File: config.mk
export PLATFORM = sky130hd
export DESIGN_NAME = irq_comb
export DESIGN_NICKNAME = d
export VERILOG_FILES = /design/src/rtl/irq_comb_pkg.sv /design/src/rtl/irq_comb_dec.sv /design/src/rtl/irq_comb_grp.sv /design/src/rtl/irq_comb.sv
export SDC_FILE = /design/constraint.sdc
export NUM_CORES = 2
export LEC_CHECK = 0
export BUFFER_PORTS_ARGS = -buffer_cell sky130_fd_sc_hd__buf_2
export CAP_MARGIN = 25
export CELL_PAD_IN_SITES_DETAIL_PLACEMENT = 2
export CELL_PAD_IN_SITES_GLOBAL_PLACEMENT = 2
export CORE_MARGIN = 1
export CORE_UTILIZATION = 41
export DETAILED_ROUTE_END_ITERATION = 16
export PLACE_DENSITY_LB_ADDON = 0.1
export RECOVER_POWER = 50
export SLEW_MARGIN = 20
export SYNTH_ARGS = -nofsm -noshare
export SYNTH_HDL_FRONTEND = slang
export SYNTH_SLANG_ARGS = --single-unit
File: constraint.sdc
create_clock -name clk_i -period 4.5 [get_ports clk_i]
set_input_delay 0.45 -clock clk_i [delete_from_list [all_inputs] [get_ports clk_i]]
set_output_delay 0.45 -clock clk_i [all_outputs]
set_load 0.05 [all_outputs]
File: src/rtl/irq_comb_pkg.sv
package irq_comb_pkg;
  localparam int unsigned GRP_W    = 8;   // sources per group, one byte lane
  localparam int unsigned LANES    = 4;   // groups per 32-bit word
  localparam int unsigned WORD_W   = 32;

  typedef enum logic [2:0] {
    AK_NONE,
    AK_SET,
    AK_CLR,
    AK_RAW,
    AK_MSK,
    AK_SUM,
    AK_ZERO
  } acc_kind_e;
endpackage

File: src/rtl/irq_comb_dec.sv
module irq_comb_dec
  import irq_comb_pkg::*;
#(
  parameter int unsigned NUM_GROUPS = 64,
  parameter int unsigned EXT_GROUPS = 16,
  parameter int unsigned ADDR_W     = 12,
  parameter int unsigned QW         = 4,
  parameter int unsigned SW         = 1
) (
  input  logic              valid_i,
  input  logic              write_i,
  input  logic              ext_i,
  input  logic [ADDR_W-1:0] addr_i,
  output acc_kind_e         kind_o,
  output logic [QW-1:0]     quad_o,
  output logic [SW-1:0]     sum_o,
  output logic              bad_o
);
  localparam int unsigned WW   = ADDR_W - 2;
  localparam int unsigned NSUM = (NUM_GROUPS + WORD_W - 1) / WORD_W;
  localparam logic [WW-1:0] SUM_BASE = WW'(NUM_GROUPS);
  localparam logic [WW-1:0] SUM_END  = WW'(NUM_GROUPS + NSUM);
  localparam logic [WW-1:0] EXT_END  = WW'(EXT_GROUPS);

  logic [WW-1:0] word;
  logic          in_grp, in_sum, ext_ok;

  assign word = addr_i[ADDR_W-1:2];

  always_comb begin
    in_grp = word < SUM_BASE;
    in_sum = !in_grp && (word < SUM_END);
    ext_ok = (word < EXT_END) || (word == SUM_BASE);
    bad_o  = valid_i && ((ext_i && !ext_ok) || (!in_grp && !in_sum) ||
                         (write_i && (in_sum || word[1])));
  end

  always_comb begin
    kind_o = AK_NONE;
    if (valid_i && !bad_o) begin
      if (write_i)     kind_o = word[0] ? AK_CLR : AK_SET;
      else if (in_sum) kind_o = AK_SUM;
      else begin
        case (word[1:0])
          2'd2:    kind_o = AK_RAW;
          2'd3:    kind_o = AK_MSK;
          default: kind_o = AK_ZERO;
        endcase
      end
    end
  end

  assign quad_o = QW'(word >> 2);
  assign sum_o  = SW'(word - SUM_BASE);
endmodule

File: src/rtl/irq_comb_grp.sv
module irq_comb_grp #(
  parameter int unsigned W = 8
) (
  input  logic         clk_i,
  input  logic         rst_ni,
  input  logic [W-1:0] src_i,
  input  logic         allow_i,
  input  logic [W-1:0] set_i,
  input  logic [W-1:0] clr_i,
  output logic [W-1:0] mask_o,
  output logic [W-1:0] pend_o,
  output logic         irq_o
);
  logic [W-1:0] mask_q, mask_d, pend_q, pend_d;
  logic         irq_q;

  always_comb begin
    mask_d = (mask_q | set_i) & ~clr_i;
    pend_d = allow_i ? src_i : '0;
  end

  // output computed from next state so it moves together with mask/pending
  always_ff @(posedge clk_i or negedge rst_ni) begin
    if (!rst_ni) begin
      mask_q <= '0;
      pend_q <= '0;
      irq_q  <= 1'b0;
    end else begin
      mask_q <= mask_d;
      pend_q <= pend_d;
      irq_q  <= |(mask_d & pend_d);
    end
  end

  assign mask_o = mask_q;
  assign pend_o = pend_q;
  assign irq_o  = irq_q;
endmodule

File: src/rtl/irq_comb.sv
module irq_comb
  import irq_comb_pkg::*;
#(
  parameter int unsigned NUM_GROUPS = 64,
  parameter int unsigned EXT_GROUPS = 16,
  parameter int unsigned ADDR_W     = 12
) (
  input  logic                          clk_i,
  input  logic                          rst_ni,
  input  logic                          ext_mode_i,
  input  logic [NUM_GROUPS*GRP_W-1:0]   irq_i,
  input  logic                          bus_valid_i,
  input  logic                          bus_write_i,
  input  logic [ADDR_W-1:0]             bus_addr_i,
  input  logic [WORD_W-1:0]             bus_wdata_i,
  output logic [WORD_W-1:0]             bus_rdata_o,
  output logic                          bus_err_o,
  output logic [NUM_GROUPS-1:0]         irq_o
);
  localparam int unsigned NSRC  = NUM_GROUPS * GRP_W;
  localparam int unsigned NQUAD = NUM_GROUPS / LANES;
  localparam int unsigned QW    = (NQUAD > 1) ? $clog2(NQUAD) : 1;
  localparam int unsigned NSUM  = (NUM_GROUPS + WORD_W - 1) / WORD_W;
  localparam int unsigned SW    = (NSUM > 1) ? $clog2(NSUM) : 1;
  localparam int unsigned SUM_W = NSUM * WORD_W;

  acc_kind_e          kind;
  logic [QW-1:0]      quad;
  logic [SW-1:0]      sum_sel;
  logic               bad;
  logic [NSRC-1:0]    mask_all, pend_all, msk_all;
  logic [SUM_W-1:0]   sum_pad;
  logic [WORD_W-1:0]  rd_d, rdata_q;
  logic               err_q;

  irq_comb_dec #(
    .NUM_GROUPS(NUM_GROUPS), .EXT_GROUPS(EXT_GROUPS), .ADDR_W(ADDR_W),
    .QW(QW), .SW(SW)
  ) u_dec (
    .valid_i(bus_valid_i), .write_i(bus_write_i), .ext_i(ext_mode_i),
    .addr_i(bus_addr_i), .kind_o(kind), .quad_o(quad), .sum_o(sum_sel),
    .bad_o(bad)
  );

  for (genvar g = 0; g < NUM_GROUPS; g++) begin : g_grp
    localparam int unsigned QI  = g / LANES;
    localparam int unsigned LI  = g % LANES;
    localparam bit          LOW = (g < EXT_GROUPS);
    logic             hit;
    logic [GRP_W-1:0] set_b, clr_b;

    assign hit   = (quad == QW'(QI));
    assign set_b = (kind == AK_SET && hit) ? bus_wdata_i[GRP_W*LI +: GRP_W] : '0;
    assign clr_b = (kind == AK_CLR && hit) ? bus_wdata_i[GRP_W*LI +: GRP_W] : '0;

    irq_comb_grp #(.W(GRP_W)) u_grp (
      .clk_i   (clk_i),
      .rst_ni  (rst_ni),
      .src_i   (irq_i[GRP_W*g +: GRP_W]),
      .allow_i (LOW | ~ext_mode_i),
      .set_i   (set_b),
      .clr_i   (clr_b),
      .mask_o  (mask_all[GRP_W*g +: GRP_W]),
      .pend_o  (pend_all[GRP_W*g +: GRP_W]),
      .irq_o   (irq_o[g])
    );
  end

  assign msk_all = mask_all & pend_all;

  always_comb begin
    sum_pad = '0;
    sum_pad[NUM_GROUPS-1:0] = irq_o;
  end

  always_comb begin
    case (kind)
      AK_RAW:  rd_d = pend_all[{quad, 5'b0} +: WORD_W];
      AK_MSK:  rd_d = msk_all[{quad, 5'b0} +: WORD_W];
      AK_SUM:  rd_d = sum_pad[{sum_sel, 5'b0} +: WORD_W];
      default: rd_d = '0;
    endcase
  end

  always_ff @(posedge clk_i or negedge rst_ni) begin
    if (!rst_ni) begin
      rdata_q <= '0;
      err_q   <= 1'b0;
    end else begin
      err_q <= bad;
      if (bus_valid_i && !bus_write_i) rdata_q <= rd_d;
    end
  end

  assign bus_rdata_o = rdata_q;
  assign bus_err_o   = err_q;
endmodule

# --- Yosys cells after proc, flatten, opt, wreduce, memory -nomap -nowiden ---
# Index checks and enable logic that the tools add are counted.
totals:
  reg_bits: 1121
  in_bits: 561
  output_inout_bits: 97
classes:
  add_sub_neg: 1
  n_lt_le_gt_ge: 3
  n_eq_ne: 23
  n_shift: 3
  n_mux: 182
  bitwise_logic: 257
  n_reduce_logical: 113
ops:
  columns: ["op", "n"]
  rows:
  - ["8-bit 2-to-1 mux", 176]
  - ["8-bit bitwise AND", 128]
  - ["512-bit by 10-bit variable part select with 32-bit output", 2]
  - ["512-bit bitwise AND", 1]
  - ["8-bit inverter", 64]
  - ["8-bit bitwise OR", 64]
  - ["8-bit OR reduction", 64]
  - ["32-bit case mux with 3 select lines", 1]
  - ["64-bit by 7-bit variable part select with 32-bit output", 1]
  - ["1-bit logical AND", 39]
  - ["4-bit equality test (second input constant)", 8]
  - ["10-bit by 7-bit less-than comparator with 1-bit output (second input constant)", 2]
  - ["4-bit by 3-bit equality test with 1-bit output (second input constant)", 4]
  - ["10-bit by 7-bit equality test with 1-bit output (second input constant)", 1]
  - ["10-bit by 5-bit less-than comparator with 1-bit output (second input constant)", 1]
  - ["3-bit 2-to-1 mux", 3]
  - ["4-bit by 2-bit equality test with 1-bit output (second input constant)", 2]
  - ["3-bit by 2-bit equality test with 1-bit output (second input constant)", 2]
  - ["3-bit equality test (second input constant)", 2]
  - ["3-bit case mux with 2 select lines", 1]
  - ["1-bit zero test", 5]
  - ["2-bit equality test (second input constant)", 2]
  - ["4-bit by 1-bit equality test with 1-bit output (second input constant)", 1]
  - ["4-bit zero test", 1]
  - ["4 further kinds", 7]

# --- Depth between registers and ports, before layout ---
depth:
  word_depth: 18
  mapped_depth: 12
  ltp_nobuf: 7

# --- Cells and area by module ---
# A second synthesis with hierarchy kept.
hier_totals:
  hier_cells: 5403
  area_unflattened_um2: 55290.5
by_module_without_submodules:
  columns: ["module", "n_inst", "cells_each", "area_each_um2", "seq_area_each_um2"]
  rows:
  - ["irq_comb_grp", 64, 49, 605.6, 425.4]
  - ["irq_comb", 1, 2241, 16360.7, 825.8]
  - ["irq_comb_dec", 1, 26, 172.7, 0.0]

# --- Worst setup path after synthesis ---
# No wires, ideal clock.
synth_timing:
  path_kind: "input port to flip-flop"
  from: "input bus_addr_i[5]"
  to: "register g_grp[53].u_grp.irq_q"
  setup_ns: 0.136
  arrival_time_ns: 2.447
  t_required_ns: 4.364
  path_slack_ns: 1.916
  stages: 11
  path_cell_list: "buf_2 > or4_4 > o21ai_1 > and4_1 > buf_2 > buf_4 > buf_4 > buf_4 > a31oi_1 > a221oi_1 > nand3_1"
synth_via:
  elab_chain_len: 18
synth_lines:
  columns: ["item", "line", "source"]
  rows:
  - ["from (decl)", "irq_comb.sv:14", "input logic [ADDR_W-1:0] bus_addr_i,"]
  - ["10-bit by 7-bit less-than comparator with 1-bit output", "irq_comb_dec.sv:31", "in_grp = word < SUM_BASE;"]
  - ["1-bit zero test", "irq_comb_dec.sv:32, irq_comb_dec.sv:34", null]
  - ["1-bit logical AND", "irq_comb_dec.sv:32", "in_sum = !in_grp && (word < SUM_END);"]
  - ["1-bit zero test", "irq_comb_dec.sv:34", "bad_o = valid_i && ((ext_i && !ext_ok) || (!in_grp && !in_sum) ||"]
  - ["1-bit logical AND", "irq_comb_dec.sv:34", null]
  - ["1-bit logical OR (2 in series)", "irq_comb_dec.sv:34", null]
  - ["1-bit logical AND", "irq_comb_dec.sv:34", null]
  - ["1-bit zero test", "irq_comb_dec.sv:40", "if (valid_i && !bad_o) begin"]
  - ["[... 2 more ...]", null, null]
  - ["3-bit by 1-bit equality test with 1-bit output or 3-bit by 2-bit equality test with 1-bit output (tied branches)", "irq_comb.sv:53, irq_comb.sv:54", null]
  - ["1-bit logical AND (on tied branches)", "irq_comb.sv:53, irq_comb.sv:54", null]
  - ["8-bit 2-to-1 mux (on tied branches)", "irq_comb.sv:53, irq_comb.sv:54", null]
  - ["8-bit bitwise OR or 8-bit inverter (tied branches)", "irq_comb_grp.sv:18", "mask_d = (mask_q | set_i) & ~clr_i;"]
  - ["8-bit bitwise AND (*)", "irq_comb_grp.sv:18", null]
  - ["via g_grp[53].u_grp.mask_d[4]", "irq_comb_grp.sv:14", "logic [W-1:0] mask_q, mask_d, pend_q, pend_d;"]
  - ["8-bit bitwise AND (*)", "irq_comb_grp.sv:31", "irq_q <= |(mask_d & pend_d);"]
  - ["8-bit OR reduction (*)", "irq_comb_grp.sv:31", null]
  - ["to (signal assigned)", "irq_comb_grp.sv:31", null]
  - ["to (decl)", "irq_comb_grp.sv:15", "logic irq_q;"]
# The timed path passes the listed nets; every way through them passes the cells marked *.
# A chain may end at the register's enable or synchronous reset.

==> out/results.ini <==
[clocking]
clock_sinks=1121
numCtsBuffers=133
path_clk_slew_ns=0.07
tritoncts=yes
max-clock-path-buffers=3
cts.root.buffer_cell=clkbuf_16
cts_repair_resize_count=0
ctsHtreeMaxLevel=4
clkLatencyLatePin_ns=0.78

[floorplan]
start_util=0.415
io_pins=658
fp.dieH_um=357
core_sq_mm=0.124
floorplan.die_area_sq_mm=0.127
die_width_um=357
floorplan.rows=129

[power_and_ir_drop]
total_switching_power_uw=7020
power_per_cell_area_mw_per_mm2=386
comb_power_share=0.118
power.share.clock=0.464
p_int_uw=18100
peak_ir_drop_on_the_vdd_network_uv=403
power.leakage_uw=0.0292
power.share.sequential=0.418
p_sw_frac=0.279

[run]
max_cap_viol_count=1

[synth]
synth.top_cells.by_area=dfrtp_1, a31oi_1, nor2b_1, mux4_2, o21ai_0
ys_types=66
fraction_of_synthesis_flops_using_an_asynchronous_set_or_reset_pin=1.00
total_of_flip_flops_plus_latches_after_synthesis=1121
number_of_flops_mapped_to_enable_cells_by_yosys=0
post_synth_instance_area_sq_mm=0.0516
synth_top_cell_by_area=dfrtp_1
yosys.cell_count.top_type=dfrtp_1
synth_commonest_cells=dfrtp_1, a31oi_1, nor2b_1
postSynthNetCount=5418
seq_area_frac_synth=0.544
top_flip_flop_cell_by_instance_count_after_synthesis=dfrtp_1
yosys.area.top_type_share=0.544
number_of_instances_in_the_synthesized_netlist=4857
syn_area_per_cell_sq_um=10.6
synth-warning-count=0

[critical_path]
ff2ff_setup_slack_ns=2.00
cpPeakStageDelay_ns=2.56
worst_r2r_end=bus_rdata_o[29]
crit_fanout=102
startpoint_type=input port
crit-reg2reg-launch=g_grp[11].u_grp.mask_o[5]
timing.critical_path.from=rst_ni
crit_chain=dlygate4sd3_1 -> clkbuf_2 -> clkbuf_2
r2r.worst_path.cells=6
timing.critical_path.mode_cell=clkbuf_2
worstPathRequired_ns=5.31
worstSetupEndpointType=asynchronous set/reset pin
setup.worst_path.class=input port to asynchronous set/reset pin
crit_path_end=g_grp[35].u_grp.mask_o[4]
worstPathArrival_ns=4.72
worst_path_cell_with_the_longest_stage_delay=clkbuf_2

[placed_design]
place_worst_setup_slack_ns=0.504
placed_cell_area_sq_mm=0.0572
dp_cells=6854
post_detail_place_hpwl_mm=211
globalplace.congestion=0.978
place.port_buffers=655

[detailed_routing]
drt.antenna.violating_nets=0
detail_route.wirelength_mm=319
dr_total_vias=53200
starting_drt_drc_count=7606
route.detailed.drc=0
first_pass_iters=5
post_drt_via_cell_ratio=7.12
detail_route.wl_per_cell_um=42.6

[sta]
final.setup_skew_ns=0.0342
relSlewSlack=-1.55
timing.final.max_slew_violations=95
setup_violations=0
worstMarginPinSlew_ns=3.83
finalSetupTns_ns=0
final_hold_viol_count=0
post-route-min-period_ns=3.92
final.setup.worst_slack_ns=0.585
grt_setup_unrepaired=false
maxClockFrequency_mhz=255
period_share=0.870

[cells_and_area]
layout.cells.non_filler=7470
final_area_sq_mm=0.0652
layout-drive-gt1-share=0.203
nNetsFinal=6274
area_growth_syn_to_layout_pct=26.5
fillers=12200

[min_path]
hold_path.class=input port to register

[global_route]
grt_pass1_vias=56200
number_of_antenna_violations_at_the_first_check_in_global_routing=45
grt_first_pass_wirelength_mm=441
overall_track_demand_over_capacity_in_global_routing=0.495
pin_count_of_the_biggest_net_entering_global_routing=194
global_route.overflow_total=0

[run_status]
violations=capacitance limit, slew limit
run_status=finished, violations left

[metal layers]
| metal | GRT usage | part of all wire | routed length (um) |
|---|---|---|---|
| met5 | 0 | 0.00046 | 147 |
| met4 | 0.335 | 0.081 | 25900 |
| met3 | 0.178 | 0.13 | 42200 |
| met2 | 0.720 | 0.43 | 136000 |
| met1 | 0.616 | 0.36 | 115000 |
[registers in the layout (all words and copies together) (netlist names)]
register	flops
g_grp.u_grp.pend_o	512
bus_rdata_o	32
g_grp.u_grp.mask_o	512
bus_err_o	1
g_grp.u_grp.irq_o	64
[through the flow]
stage | util | power [uW] | hold slack [ns]
after floorplan | - | 11600 | 0.154
after global placement | 0.460 | 13100 | 0.482
after global routing | 0.524 | 25500 | 0.00114
after CTS | 0.526 | 24700 | 0.000155
final | 0.525 | 25200 | 0.00521
after detailed placement | 0.461 | 13200 | 0.491
[repair_timing]
| action | in CTS | in global routing |
|---|---|---|
| buffers inserted | 0 | 0 |
| hold endpoints to repair | 438 | 0 |
| hold buffers | 359 | 0 |
[power by group through the flow]
stage	Combinational [uW]	Sequential (uW)	Clock [uW]
3_5_place_dp	2510	10700	0
5_1_grt	2990	10500	12000
6_report	2970	10500	11700
4_1_cts	2790	10500	11400
2_1_floorplan	983	10700	0
3_3_place_gp	2460	10700	0
[cell families after synthesis]
group,share of synthesized area
AND/OR/NAND/NOR,0.106
flip-flops,0.544
buffers and inverters,0.0600
multiplexers,0.0606
AO/OA/AOI/OAI,0.229
[area by class of cell]
| class | instances | area, sq um | area share |
|---|---|---|---|
| clock inverters | 32 | 442 | 0.00677 |
| multi-input cells | 3027 | 20600 | 0.316 |
| flip-flops and latches | 1121 | 28100 | 0.430 |
| repair buffers | 1327 | 9540 | 0.146 |
| inverters | 103 | 387 | 0.00593 |
| diodes | 22 | 55.1 | 0.000844 |
| well taps | 1637 | 2050 | 0.0314 |
| clock buffers | 201 | 4090 | 0.0627 |
[worst min path at each step]
stage                    start                   endpoint  slack [ns]  cells past startpoint
2_1_floorplan           rst_ni                  bus_err_o        0.15                      0
3_3_place_gp   bus_rdata_o[30]            bus_rdata_o[30]        0.48                      2
3_5_place_dp   bus_rdata_o[23]            bus_rdata_o[23]        0.49                      1
4_1_cts             irq_i[339]  g_grp[42].u_grp.pend_o[3]      0.0002                      2
5_1_grt             irq_i[482]  g_grp[60].u_grp.pend_o[2]       0.001                      2
6_report            irq_i[457]  g_grp[57].u_grp.pend_o[1]       0.005                      2
[layout by cell type (no fill, tap or decap), types with 7 or more instances in the layout]
cell type         n
bufinv_16        11
a221oi_1         74
inv_1           101
mux4_2           98
buf_4           259
clkbuf_8         29
a22oi_1         180
nor2b_1         400
a211oi_1         11
buf_2           516
and2_1           33
a21oi_1          51
nor2b_2           8
nor3_1            9
nor2_4           14
clkinv_2         19
dfrtp_1        1121
o21ai_0         348
o211ai_1         77
clkbuf_1        170
clkbuf_2          7
nand2b_1         55
buf_12           38
mux2i_1          85
nand2_1         130
o22ai_1         122
clkbuf_16       143
dlygate4sd3_1   359
nand3_1         106
a31oi_1         935
nor3b_1           7
diode_2          22
nor2_1           97
nand4_1          67
[critical path, delay by kind of cell]
family	cells	cell delay [ns]
buffers and inverters	3	4.03
Note: power is estimated with default switching activity, not from simulation.
